===== src/rtl/spi_seq_pkg.sv =====
`timescale 1ns/1ps
package spi_seq_pkg;

  localparam int DATAW  = 64;
  localparam int DIVW   = 12;
  localparam int SLOTS  = 8;
  localparam int PCW    = $clog2(SLOTS);
  localparam int BITCW  = 7;

  localparam logic [3:0] A_LOOP = 4'd0;
  localparam logic [3:0] A_CLK  = 4'd1;
  localparam logic [3:0] A_TX   = 4'd2;
  localparam logic [3:0] A_RX   = 4'd3;
  localparam logic [3:0] A_PROG = 4'd4;
  localparam logic [3:0] A_STAT = 4'd5;

  localparam logic [3:0] OP_CTL = 4'h0;
  localparam logic [3:0] OP_SEL = 4'h1;
  localparam logic [3:0] OP_OUT = 4'h3;
  localparam logic [3:0] OP_IN  = 4'h4;
  localparam logic [3:0] OP_BR  = 4'hE;

  typedef enum logic [7:0] {
    ST_IDLE    = 8'h01,
    ST_FETCH   = 8'h02,
    ST_WAIT_TX = 8'h04,
    ST_SHIFT   = 8'h08
  } seq_state_e;

  // opcode at a slot: slot 0 is the most significant byte
  function automatic logic [7:0] prog_slot(input logic [DATAW-1:0] p, input logic [PCW-1:0] s);
    return p[DATAW-1-8*s -: 8];
  endfunction

  // byte count of a shift opcode, clamped to the register width
  function automatic logic [3:0] op_bytes(input logic [3:0] n);
    return (n > 4'd8) ? 4'd8 : n;
  endfunction

  function automatic logic [BITCW-1:0] bit_count(input logic [3:0] nbytes);
    return {nbytes, 3'b000};
  endfunction

  function automatic logic [DIVW:0] sck_half(input logic [DIVW-1:0] div);
    return {1'b0, div} + 1'b1;
  endfunction

  function automatic logic clk_arm(input logic [DATAW-1:0] w);
    return w[36] & w[38];
  endfunction

  function automatic logic clk_fire(input logic [DATAW-1:0] w);
    return w[37] & w[39];
  endfunction

  function automatic logic [DATAW-1:0] make_status(input logic rx_full, input logic rx_ovr,
                                                   input logic rx_und, input logic tx_full,
                                                   input logic tx_ovr, input logic [7:0] st);
    logic [DATAW-1:0] s;
    s = '0;
    s[63]    = rx_full;
    s[62]    = rx_ovr;
    s[61]    = rx_und;
    s[59]    = tx_full;
    s[58]    = tx_ovr;
    s[55:48] = st;
    return s;
  endfunction

endpackage


===== src/rtl/spi_seq_sckgen.sv =====
`timescale 1ns/1ps
module spi_seq_sckgen
  import spi_seq_pkg::*;
(
  input  logic            clk,
  input  logic            rst_n,
  input  logic            run,
  input  logic [DIVW-1:0] div,
  output logic            sck,
  output logic            rise,
  output logic            fall
);
  logic [DIVW-1:0] cnt;
  logic            wrap;

  assign wrap = run && (cnt == div);
  assign rise = wrap && !sck;
  assign fall = wrap && sck;

  always_ff @(posedge clk or negedge rst_n) begin
    if (!rst_n) begin
      cnt <= '0;
      sck <= 1'b0;
    end else if (!run) begin
      cnt <= '0;
      sck <= 1'b0;
    end else if (wrap) begin
      cnt <= '0;
      sck <= ~sck;
    end else begin
      cnt <= cnt + 1'b1;
    end
  end
endmodule


===== src/rtl/spi_seq_shifter.sv =====
`timescale 1ns/1ps
module spi_seq_shifter
  import spi_seq_pkg::*;
(
  input  logic             clk,
  input  logic             rst_n,
  input  logic             soft_rst,
  input  logic             start,
  input  logic             dir_out,
  input  logic [3:0]       nbytes,
  input  logic [DATAW-1:0] din,
  input  logic [DIVW-1:0]  div,
  input  logic             miso,
  output logic             sck,
  output logic             mosi,
  output logic             busy,
  output logic             done,
  output logic [DATAW-1:0] dout
);
  logic [DATAW-1:0] sh;
  logic [BITCW-1:0] bits_left;
  logic             dir_q;
  logic             rise;
  logic             fall;

  spi_seq_sckgen u_sckgen (
    .clk  (clk),
    .rst_n(rst_n),
    .run  (busy),
    .div  (div),
    .sck  (sck),
    .rise (rise),
    .fall (fall)
  );

  assign done = busy && fall && (bits_left == BITCW'(1));
  assign mosi = busy && dir_q && sh[DATAW-1];
  assign dout = sh;

  always_ff @(posedge clk or negedge rst_n) begin
    if (!rst_n) begin
      sh        <= '0;
      bits_left <= '0;
      busy      <= 1'b0;
      dir_q     <= 1'b0;
    end else if (soft_rst) begin
      busy      <= 1'b0;
      bits_left <= '0;
    end else if (start && !busy) begin
      sh        <= dir_out ? din : '0;
      bits_left <= bit_count(nbytes);
      busy      <= 1'b1;
      dir_q     <= dir_out;
    end else if (busy) begin
      if (rise && !dir_q) sh <= {sh[DATAW-2:0], miso};
      if (fall) begin
        if (dir_q) sh <= {sh[DATAW-2:0], 1'b0};
        bits_left <= bits_left - 1'b1;
        if (bits_left == BITCW'(1)) busy <= 1'b0;
      end
    end
  end
endmodule


===== src/rtl/spi_seq_ctrl.sv =====
`timescale 1ns/1ps
module spi_seq_ctrl
  import spi_seq_pkg::*;
#(
  parameter int NCS = 4
) (
  input  logic             clk,
  input  logic             rst_n,
  input  logic             soft_rst,
  input  logic             prog_wr,
  input  logic [DATAW-1:0] prog_data,
  input  logic [7:0]       loop_init,
  input  logic             implicit_en,
  input  logic             tx_full,
  input  logic             shift_done,
  output seq_state_e       state,
  output logic [NCS-1:0]   cs_n,
  output logic             tx_take,
  output logic             shift_start,
  output logic             shift_dir_out,
  output logic [3:0]       shift_nbytes,
  output logic             rx_load,
  output logic             seq_idle
);
  logic [DATAW-1:0] prog, prog_n;
  logic [PCW-1:0]   pc, pc_n;
  logic [7:0]       loop_cnt, loop_n;
  logic             impl, impl_n;
  logic [NCS-1:0]   cs_n_n;
  logic [NCS-1:0]   cs_sel;
  seq_state_e       state_n;
  logic [7:0]       cur_op;
  logic             adv;
  logic             stop;

  assign cur_op        = prog_slot(prog, pc);
  assign shift_dir_out = (cur_op[7:4] == OP_OUT);
  assign shift_nbytes  = op_bytes(cur_op[3:0]);
  assign seq_idle      = (state == ST_IDLE);
  assign rx_load       = (state == ST_SHIFT) && shift_done && (cur_op[7:4] == OP_IN) && !soft_rst;

  for (genvar g = 0; g < NCS; g++) begin : g_csdec
    assign cs_sel[g] = (cur_op[3:0] != 4'(g + 1));
  end

  always_comb begin
    state_n     = state;
    prog_n      = prog;
    pc_n        = pc;
    loop_n      = loop_cnt;
    impl_n      = impl;
    cs_n_n      = cs_n;
    adv         = 1'b0;
    stop        = 1'b0;
    tx_take     = 1'b0;
    shift_start = 1'b0;
    case (state)
      ST_IDLE: begin
        if (prog_wr) begin
          prog_n  = prog_data;
          pc_n    = '0;
          loop_n  = loop_init;
          impl_n  = implicit_en;
          state_n = ST_FETCH;
        end
      end
      ST_FETCH: begin
        case (cur_op[7:4])
          OP_CTL: begin
            if (cur_op[3:0] == 4'h0) stop = 1'b1;
            else adv = 1'b1;
          end
          OP_SEL: begin
            cs_n_n = cs_sel;
            adv    = 1'b1;
          end
          OP_OUT: begin
            if (shift_nbytes == 4'd0) adv = 1'b1;
            else state_n = ST_WAIT_TX;
          end
          OP_IN: begin
            if (shift_nbytes == 4'd0) adv = 1'b1;
            else if (impl) state_n = ST_WAIT_TX;
            else begin
              state_n     = ST_SHIFT;
              shift_start = 1'b1;
            end
          end
          OP_BR: begin
            if (loop_cnt != 8'd0) begin
              loop_n = loop_cnt - 1'b1;
              pc_n   = cur_op[PCW-1:0];
            end else begin
              adv = 1'b1;
            end
          end
          default: adv = 1'b1;
        endcase
      end
      ST_WAIT_TX: begin
        if (tx_full) begin
          tx_take     = 1'b1;
          shift_start = 1'b1;
          state_n     = ST_SHIFT;
          if (cur_op[7:4] == OP_IN) impl_n = 1'b0;
        end
      end
      ST_SHIFT: begin
        if (shift_done) adv = 1'b1;
      end
      default: state_n = ST_IDLE;
    endcase
    if (adv) begin
      if (pc == PCW'(SLOTS - 1)) stop = 1'b1;
      else begin
        pc_n    = pc + 1'b1;
        state_n = ST_FETCH;
      end
    end
    if (stop) begin
      state_n = ST_IDLE;
      cs_n_n  = '1;
    end
    if (soft_rst) begin
      state_n     = ST_IDLE;
      cs_n_n      = '1;
      tx_take     = 1'b0;
      shift_start = 1'b0;
    end
  end

  always_ff @(posedge clk or negedge rst_n) begin
    if (!rst_n) begin
      state    <= ST_IDLE;
      prog     <= '0;
      pc       <= '0;
      loop_cnt <= '0;
      impl     <= 1'b0;
      cs_n     <= '1;
    end else begin
      state    <= state_n;
      prog     <= prog_n;
      pc       <= pc_n;
      loop_cnt <= loop_n;
      impl     <= impl_n;
      cs_n     <= cs_n_n;
    end
  end
endmodule


===== src/rtl/spi_seq_master.sv =====
`timescale 1ns/1ps
module spi_seq_master
  import spi_seq_pkg::*;
#(
  parameter int NCS = 4
) (
  input  logic             clk,
  input  logic             rst_n,
  input  logic             reg_wr,
  input  logic             reg_rd,
  input  logic [3:0]       reg_addr,
  input  logic [63:0]      reg_wdata,
  output logic [63:0]      reg_rdata,
  output logic             sck,
  output logic             mosi,
  input  logic             miso,
  output logic [NCS-1:0]   cs_n
);
  logic [DATAW-1:0] loop_cfg;
  logic [DATAW-1:0] clk_cfg;
  logic [DATAW-1:0] tx_data;
  logic [DATAW-1:0] rx_data;
  logic             tx_full, rx_full;
  logic             tx_ovr, rx_und, rx_ovr;
  logic             rst_armed;

  logic             wr_loop, wr_clk, wr_tx, wr_prog, stat_clr, rd_rx;
  logic             soft_rst;
  logic [DIVW-1:0]  clk_div;

  seq_state_e       state;
  logic             seq_idle;
  logic             tx_take, rx_load;
  logic             shift_start, shift_dir_out, shift_busy, shift_done;
  logic [3:0]       shift_nbytes;
  logic [DATAW-1:0] shift_dout;

  assign wr_loop  = reg_wr && (reg_addr == A_LOOP);
  assign wr_clk   = reg_wr && (reg_addr == A_CLK);
  assign wr_tx    = reg_wr && (reg_addr == A_TX);
  assign wr_prog  = reg_wr && (reg_addr == A_PROG);
  assign stat_clr = reg_wr && (reg_addr == A_STAT);
  assign rd_rx    = reg_rd && (reg_addr == A_RX);
  assign soft_rst = wr_clk && rst_armed && clk_fire(reg_wdata);
  assign clk_div  = clk_cfg[63:52];

  spi_seq_ctrl #(.NCS(NCS)) u_ctrl (
    .clk          (clk),
    .rst_n        (rst_n),
    .soft_rst     (soft_rst),
    .prog_wr      (wr_prog),
    .prog_data    (reg_wdata),
    .loop_init    (loop_cfg[39:32]),
    .implicit_en  (loop_cfg[10]),
    .tx_full      (tx_full),
    .shift_done   (shift_done),
    .state        (state),
    .cs_n         (cs_n),
    .tx_take      (tx_take),
    .shift_start  (shift_start),
    .shift_dir_out(shift_dir_out),
    .shift_nbytes (shift_nbytes),
    .rx_load      (rx_load),
    .seq_idle     (seq_idle)
  );

  spi_seq_shifter u_shift (
    .clk     (clk),
    .rst_n   (rst_n),
    .soft_rst(soft_rst),
    .start   (shift_start),
    .dir_out (shift_dir_out),
    .nbytes  (shift_nbytes),
    .din     (tx_data),
    .div     (clk_div),
    .miso    (miso),
    .sck     (sck),
    .mosi    (mosi),
    .busy    (shift_busy),
    .done    (shift_done),
    .dout    (shift_dout)
  );

  always_ff @(posedge clk or negedge rst_n) begin
    if (!rst_n) begin
      loop_cfg  <= '0;
      clk_cfg   <= '0;
      rst_armed <= 1'b0;
    end else begin
      if (wr_loop) loop_cfg <= reg_wdata;
      if (wr_clk) begin
        clk_cfg   <= reg_wdata;
        rst_armed <= clk_arm(reg_wdata);
      end
    end
  end

  always_ff @(posedge clk or negedge rst_n) begin
    if (!rst_n) begin
      tx_data <= '0;
      tx_full <= 1'b0;
      rx_data <= '0;
      rx_full <= 1'b0;
      tx_ovr  <= 1'b0;
      rx_und  <= 1'b0;
      rx_ovr  <= 1'b0;
    end else begin
      if (stat_clr) begin
        tx_ovr <= 1'b0;
        rx_und <= 1'b0;
        rx_ovr <= 1'b0;
      end
      if (tx_take) tx_full <= 1'b0;
      if (wr_tx) begin
        if (tx_full) tx_ovr <= 1'b1;
        else begin
          tx_data <= reg_wdata;
          tx_full <= 1'b1;
        end
      end
      if (rd_rx) begin
        if (rx_full) rx_full <= 1'b0;
        else rx_und <= 1'b1;
      end
      if (rx_load) begin
        rx_data <= shift_dout;
        rx_full <= 1'b1;
        if (rx_full) rx_ovr <= 1'b1;
      end
      if (soft_rst) begin
        tx_full <= 1'b0;
        rx_full <= 1'b0;
      end
    end
  end

  always_comb begin
    case (reg_addr)
      A_LOOP:  reg_rdata = loop_cfg;
      A_CLK:   reg_rdata = clk_cfg;
      A_TX:    reg_rdata = tx_data;
      A_RX:    reg_rdata = rx_data;
      A_STAT:  reg_rdata = make_status(rx_full, rx_ovr, rx_und, tx_full, tx_ovr, state);
      default: reg_rdata = '0;
    endcase
  end
endmodule


===== config.mk =====
export PLATFORM = sky130hd
export DESIGN_NAME = spi_seq_master
export DESIGN_NICKNAME = d
export VERILOG_FILES = /design/src/rtl/spi_seq_pkg.sv /design/src/rtl/spi_seq_sckgen.sv /design/src/rtl/spi_seq_shifter.sv /design/src/rtl/spi_seq_ctrl.sv /design/src/rtl/spi_seq_master.sv
export SDC_FILE = /design/constraint.sdc
export NUM_CORES = 1
export LEC_CHECK = 0
export ABC_AREA = 1
export BUFFER_PORTS_ARGS = -buffer_cell sky130_fd_sc_hd__buf_2
export CAP_MARGIN = 20
export CORE_MARGIN = 2
export CORE_UTILIZATION = 45
export DETAILED_ROUTE_END_ITERATION = 8
export PLACE_DENSITY = 0.7
export SLEW_MARGIN = 5
export SYNTH_ARGS = -nofsm -noshare
export SYNTH_HDL_FRONTEND = slang
export SYNTH_SLANG_ARGS = --single-unit

===== constraint.sdc =====
create_clock -name clk -period 3.1 [get_ports clk]
set_input_delay 0.31 -clock clk [delete_from_list [all_inputs] [get_ports clk]]
set_output_delay 0.31 -clock clk [all_outputs]
set_load 0.03 [all_outputs]

After elaboration in Yosys (flattened, before gate mapping)
Cells that the tools add are included.
{"block": "word_totals", "out_inout_bits": 70, "reg_bits": 436}
{"block": "classes", "reduce_logical": 46, "n_eq_ne": 26, "n_addsub": 5, "magnitude_cmp": 1, "n_mux": 85, "bitwise_logic": 5, "n_shift": 1}
{"op": "two-way mux 64 bit", "count": 6}
{"op": "case mux 64 bit (5 select lines)", "count": 1}
{"op": "two-way mux 8 bit", "count": 11}
{"op": "indexed part select 71 x 33 -> 8 bit", "count": 1}
{"op": "two-way mux 1 bit", "count": 42}
{"op": "case mux 8 bit (2 select lines)", "count": 2}
{"op": "case mux 8 bit (4 select lines)", "count": 1}
{"op": "two-way mux 7 bit", "count": 4}
{"op": "two-way mux 12 bit", "count": 2}
{"op": "two-way mux 4 bit", "count": 6}
{"op": "logical AND 1 bit", "count": 20}
{"op": "zero test 4 bit", "count": 4}
{"op": "two-way mux 3 bit", "count": 5}
{"op": "nonzero test 3 bit", "count": 5}
{"op": "adder 12 x 1 -> 12 bit (second input constant)", "count": 1}
{"op": "== test 12 bit", "count": 1}
{"op": "== test 4 x 2 -> 1 bit (second input constant)", "count": 3}
{"op": "== test 4 x 3 -> 1 bit (second input constant)", "count": 3}
{"op": "AND reduction 2 bit", "count": 6}
{"op": "== test 4 x 1 -> 1 bit (second input constant)", "count": 2}
{"op": "== test 8 x 1 -> 1 bit (second input constant)", "count": 1}
{"op": "== test 8 x 2 -> 1 bit (second input constant)", "count": 1}
{"op": "== test 8 x 3 -> 1 bit (second input constant)", "count": 1}
{"op": "== test 8 x 4 -> 1 bit (second input constant)", "count": 1}
{"op": "23 further kinds", "count": 39}

Longest topological paths before layout
{"block": "depth", "word_depth": 12, "ltp_mapped": 21, "mapped_depth_nobuf": 19}

Hierarchy
A second synthesis with hierarchy kept.
{"block": "hier_totals", "cells_unflattened": 2659, "area_unflattened_um2": 21324.2}
{"mod": "spi_seq_master", "area_each_um2": 11576.1, "instances": 1, "cells_each": 1304}
{"mod": "spi_seq_ctrl", "area_each_um2": 4788.3, "instances": 1, "cells_each": 621}
{"mod": "spi_seq_shifter", "area_each_um2": 4006.3, "instances": 1, "cells_each": 583}
{"mod": "spi_seq_sckgen", "area_each_um2": 953.4, "instances": 1, "cells_each": 151}

Worst setup path after synthesis
Ideal clock, no wire load.
{"block": "synth_timing", "path_kind": "flip-flop to flip-flop", "start": "register u_ctrl.pc[0]", "end": "register u_shift.sh[10] (netlist: u_shift.dout[10])", "synth_period_minus_slack_ps": 2008, "path_stages_with_launch": 19, "t_arrival_ps": 1891, "path_slack_ps": 1092, "setup_ps": 116, "path_cell_list": "dfrtp_1 buf_6 buf_6 nor2_1 nor2_1 o21ai_1 nand2_1 nand2_1 nand2_1 nor2_1 nand2_1 nand4_1 nand3_1 nand2_1 inv_2 buf_6 buf_4 nand2_1 nand2_1"}
{"block": "synth_via", "elab_chain_len": 12}
{"item": "start, declared", "line_no": "spi_seq_ctrl.sv:26", "text": "logic [PCW-1:0] pc, pc_n;"}
{"item": "start signal, assigned", "line_no": "spi_seq_ctrl.sv:143", "text": "pc <= pc_n;"}
{"item": "subtractor 6 x 6 -> 7 bit (*)", "line_no": "spi_seq_pkg.sv:32", "text": "return p[DATAW-1-8*s -: 8];"}
{"item": "indexed part select 71 x 33 -> 8 bit (*)", "line_no": "spi_seq_pkg.sv:32"}
{"item": "> comparator 4 bit", "line_no": "spi_seq_pkg.sv:37", "text": "return (n > 4'd8) ? 4'd8 : n;"}
{"item": "two-way mux 4 bit", "line_no": "spi_seq_pkg.sv:37"}
{"item": "zero test 4 bit", "line_no": "spi_seq_ctrl.sv:82", "text": "if (shift_nbytes == 4'd0) adv = 1'b1;"}
{"item": "two-way mux 1 bit", "line_no": "spi_seq_ctrl.sv:82"}
{"item": "two-way mux 1 bit", "line_no": "spi_seq_ctrl.sv:68", "text": "case (cur_op[7:4])"}
{"item": "case mux 1 bit (2 select lines)", "line_no": "spi_seq_ctrl.sv:57", "text": "case (state)"}
{"item": "two-way mux 1 bit", "line_no": "spi_seq_ctrl.sv:124", "text": "if (soft_rst) begin"}
{"item": "logical AND 1 bit", "line_no": "spi_seq_shifter.sv:49", "text": "end else if (start && !busy) begin"}
{"item": "nonzero test 2 bit (no line)"}
{"item": "AND reduction 2 bit (no line)"}
{"item": "end signal, assigned", "line_no": "spi_seq_shifter.sv:50", "text": "sh <= dir_out ? din : '0;"}
{"item": "end signal, assigned", "line_no": "spi_seq_shifter.sv:55", "text": "if (rise && !dir_q) sh <= {sh[DATAW-2:0], miso};"}
{"item": "end signal, assigned", "line_no": "spi_seq_shifter.sv:57", "text": "if (dir_q) sh <= {sh[DATAW-2:0], 1'b0};"}
{"item": "end, declared", "line_no": "spi_seq_shifter.sv:20", "text": "logic [DATAW-1:0] sh;"}
Every way passes the cells marked *; elsewhere a longest branch is shown, timed or not.
A chain may end at the register's enable or synchronous reset.

Final worst setup path
{"block": "layout_timing", "start": "register u_ctrl.pc[0]", "end": "register u_shift.sh[53] (netlist: u_shift.dout[53])"}
The elaborated chain is that of the path after synthesis.

==> results.cfg <==
[logic_synthesis]
synthArstFlopShare = 1.000
ys_seq_area_frac = 0.5305
yosys_warnings = 0
netlist.area_leader.share = 0.5241
ys_types = 46
yosysMostFrequentCell = nand2_1
ys_ff_latch = 436
synth_area_leaders = dfrtp_1 52%, nand2_1 21%, o21ai_0 7.0%, nand4_1 3.8%, nand3_1 3.0%
ys.flop_type = dfrtp_1
yosysTopAreaCell = dfrtp_1
synth_common_cells = 1129 x nand2_1, 431 x dfrtp_1, 286 x o21ai_0
synth_area_per_cell_sq_um = 7.836
synth_enable_flop_cells = 0
syn-cell-area_sq_um = 20580
syn_inst = 2626

[drt]
routedWlPerCell_um = 17.89
wl_um = 59780
drtAntennaViolNets = 0
via_per_inst = 5.479
drt_pass1_iterations = 6
vias = 18310
drt_iter0_markers = 1891
post-route-drc-count = 0

[worst_hold_path]
min_to = u_ctrl.prog[18]$_DFFE_PN0P_
min_from = reg_wdata[18]
hold_depth = 3
hp-class = input port to flip-flop

[clock_tree]
clkSinkCount = 436
clockRootBuffer = clkbuf_16
path_clk_slew_ns = 0.07
htree_levels = 2
ctsResizeCount = 0
clock_latency_ns = 0.58
clockBufferDepth = 3
cts_tree = built
cts_made_buffers = 47

[global_route]
grt_first_pass_wirelength_um = 95830
grt_usage = 0.2538
grt_pass1_vias = 17650
overflow = 0
grt_max_degree = 129
antenna_found_initial = 0

[layout]
layout.nets = 2787
design_area_sq_um = 23430
fin_cells = 3341
postLayoutCoreUtil = 0.5173
area_growth_pct = 13.83
regArea_sq_um = 10920
drive_above_1_share = 0.1109
n_fill_cell = 4296
multi_input_area_sq_um = 8352
diodes = 0

[timing]
clock.fmax_mhz = 365.7
slew_viol_final = 0
tightest_slew_ns = 0.9099
grt_setup_unrepaired = no
period_share = 0.8821
hold_viol = 0
min_period_ns = 2.735
max-slew-margin-rel = 0.3920
setup_tns_ns = 0
setup_viol_count_final = 0
timing.hold.ws_ns = 0.06115
skew_ns = 0.01314

[die]
ios = 143
die_h_um = 217.8
initial_core_util = 0.4544
core-area_sq_um = 45280
die-area_sq_um = 47460
die_x_um = 217.8
rows = 78

[placed_design]
placed_area_sq_um = 21870
gp_congestion = 0.9065
port_buffers = 142
hpwl_um = 38400
post-place-cells = 3258

[worst_setup_path]
reg2reg_depth = 14
r2r_slack_ns = 0.37
arrival_ns = 3.25
end_kind = flip-flop
path_max_fanout = 21
regToRegEndpoint = u_shift.dout[53]$_DFFE_PN0P_
r2r_start = u_ctrl.pc[0]$_DFF_PN0_
startpoint_type = flip-flop
startpoint = u_ctrl.pc[0]$_DFF_PN0_
cp.required_ns = 3.61
critPathKind = flip-flop to flip-flop

[power]
switching_share = 0.2705
power.sequential.fraction = 0.481
p_leak_uw = 0.01212
vdd_drop_max_mv = 0.3966
clkPwrFrac = 0.412
p_per_area_nw_per_um2 = 583.9
internal_power_uw = 9978
switchingPower_uw = 3700
combPwrFrac = 0.107

[run]
maxCapViolations = 0

[run_status]
status = completed
==> state kept, by name, indices dropped and copies added (netlist names), 3 cells and up <==
name,flops
clk_cfg,64
loop_cfg,64
rx_data,64
tx_data,64
u_ctrl.cs_n,4
u_ctrl.loop_cnt,8
u_ctrl.pc,3
u_ctrl.prog,64
u_ctrl.state,8
u_shift.bits_left,7
u_shift.dout,64
u_shift.u_sckgen.cnt,12
==> power by group through the flow <==
stage                     clock network, uW  logic, uW  registers [uW]
final                                  5630       1470            6580
after global placement                    0       1430            6640
after detailed placement                  0       1470            6660
after CTS                              5710       1480            6570
after floorplan                           0        958            6570
after global routing                   5930       1680            6640
==> layout by cell type (no fill, tap or decap), types with 11 or more instances in the layout <==
cell type,count
inv_2,12
buf_4,31
nand3_1,123
nor2_1,86
nand2_1,1126
o21ai_0,286
clkbuf_16,49
buf_12,14
inv_1,151
nand4_1,124
a21oi_1,16
a221oi_1,11
dfrtp_1,431
o21ai_1,11
buf_2,141
==> cells by family (layout without fill, tap and decap cells) <==
logic type / after synthesis / after routing / share of synthesized area
AOI/OAI and AO/OA: 344 / 344 / 0.08859
xor gates and xnor gates: 18 / 18 / 0.007661
adders and majority gates: 6 / 6 / 0.003648
buffers and inverters: 323 / 435 / 0.06700
DFF: 436 / 436 / 0.5305
muxes: 1 / 1 / 0.0004864
other: 1 / 4 / 0.0001822
and+or+nand+nor: 1497 / 1497 / 0.3019
==> worst max-delay path, stage by stage, from the launching register on <==
cell and delay (ns):
dfrtp_1 0.46, buf_4 0.29, nand2_1 0.08, nand3_1 0.10, nand3_1 0.12, nand2_1 0.17
nand2_1 0.10, nor2_1 0.21, nand4_1 0.17, nand2_2 0.20, buf_4 0.32, nand4_1 0.17
nand2_1 0.11, nand2_1 0.05, nand2_1 0.09
==> through the flow <==
step	worst slack, ns	power, uW
CTS	0.4111	13760
floorplan	1.092	7526
finish	0.3654	13680
global route	0.1689	14240
detailed placement	0.2939	8133
global placement	0.4311	8070
==> metal layers <==
metal  share of wire  vias to the layer above  global-route usage
li1                -                     8599                   -
met1            0.44                     8855              0.3463
met2            0.47                      718              0.4122
met3           0.062                      135             0.03124
met4           0.033                        0              0.1034
met5               0                        -                   0
==> layout make-up <==
| class | instances | share of cell area |
|---|---|---|
| Sequential cell | 436 | 0.4660 |
| Multi-Input combinational cell | 1870 | 0.3565 |
| Clock buffer | 65 | 0.05875 |
| Timing Repair Buffer | 188 | 0.05309 |
| Tap cell | 600 | 0.03205 |
| Inverter | 165 | 0.02655 |
| Clock inverter | 17 | 0.006997 |
==> worst max path at each step <==
stage                                   endpoint  slack, ns
finish              u_shift.dout[53]$_DFFE_PN0P_       0.37
global route          u_ctrl.cs_n[1]$_DFFE_PN1P_       0.17
CTS                 u_shift.dout[53]$_DFFE_PN0P_       0.41
detailed placement  u_shift.dout[53]$_DFFE_PN0P_       0.29
global placement    u_shift.dout[48]$_DFFE_PN0P_       0.43
floorplan           u_shift.dout[10]$_DFFE_PN0P_       1.09
==> timing repair <==
action                                 in CTS  in global routing
setup endpoints to repair                   0                  0
endpoints found under the hold margin      63                  0
buffers inserted                            0                  0
hold buffers                                1                  0
Note: power is estimated with default switching activity, not from simulation.
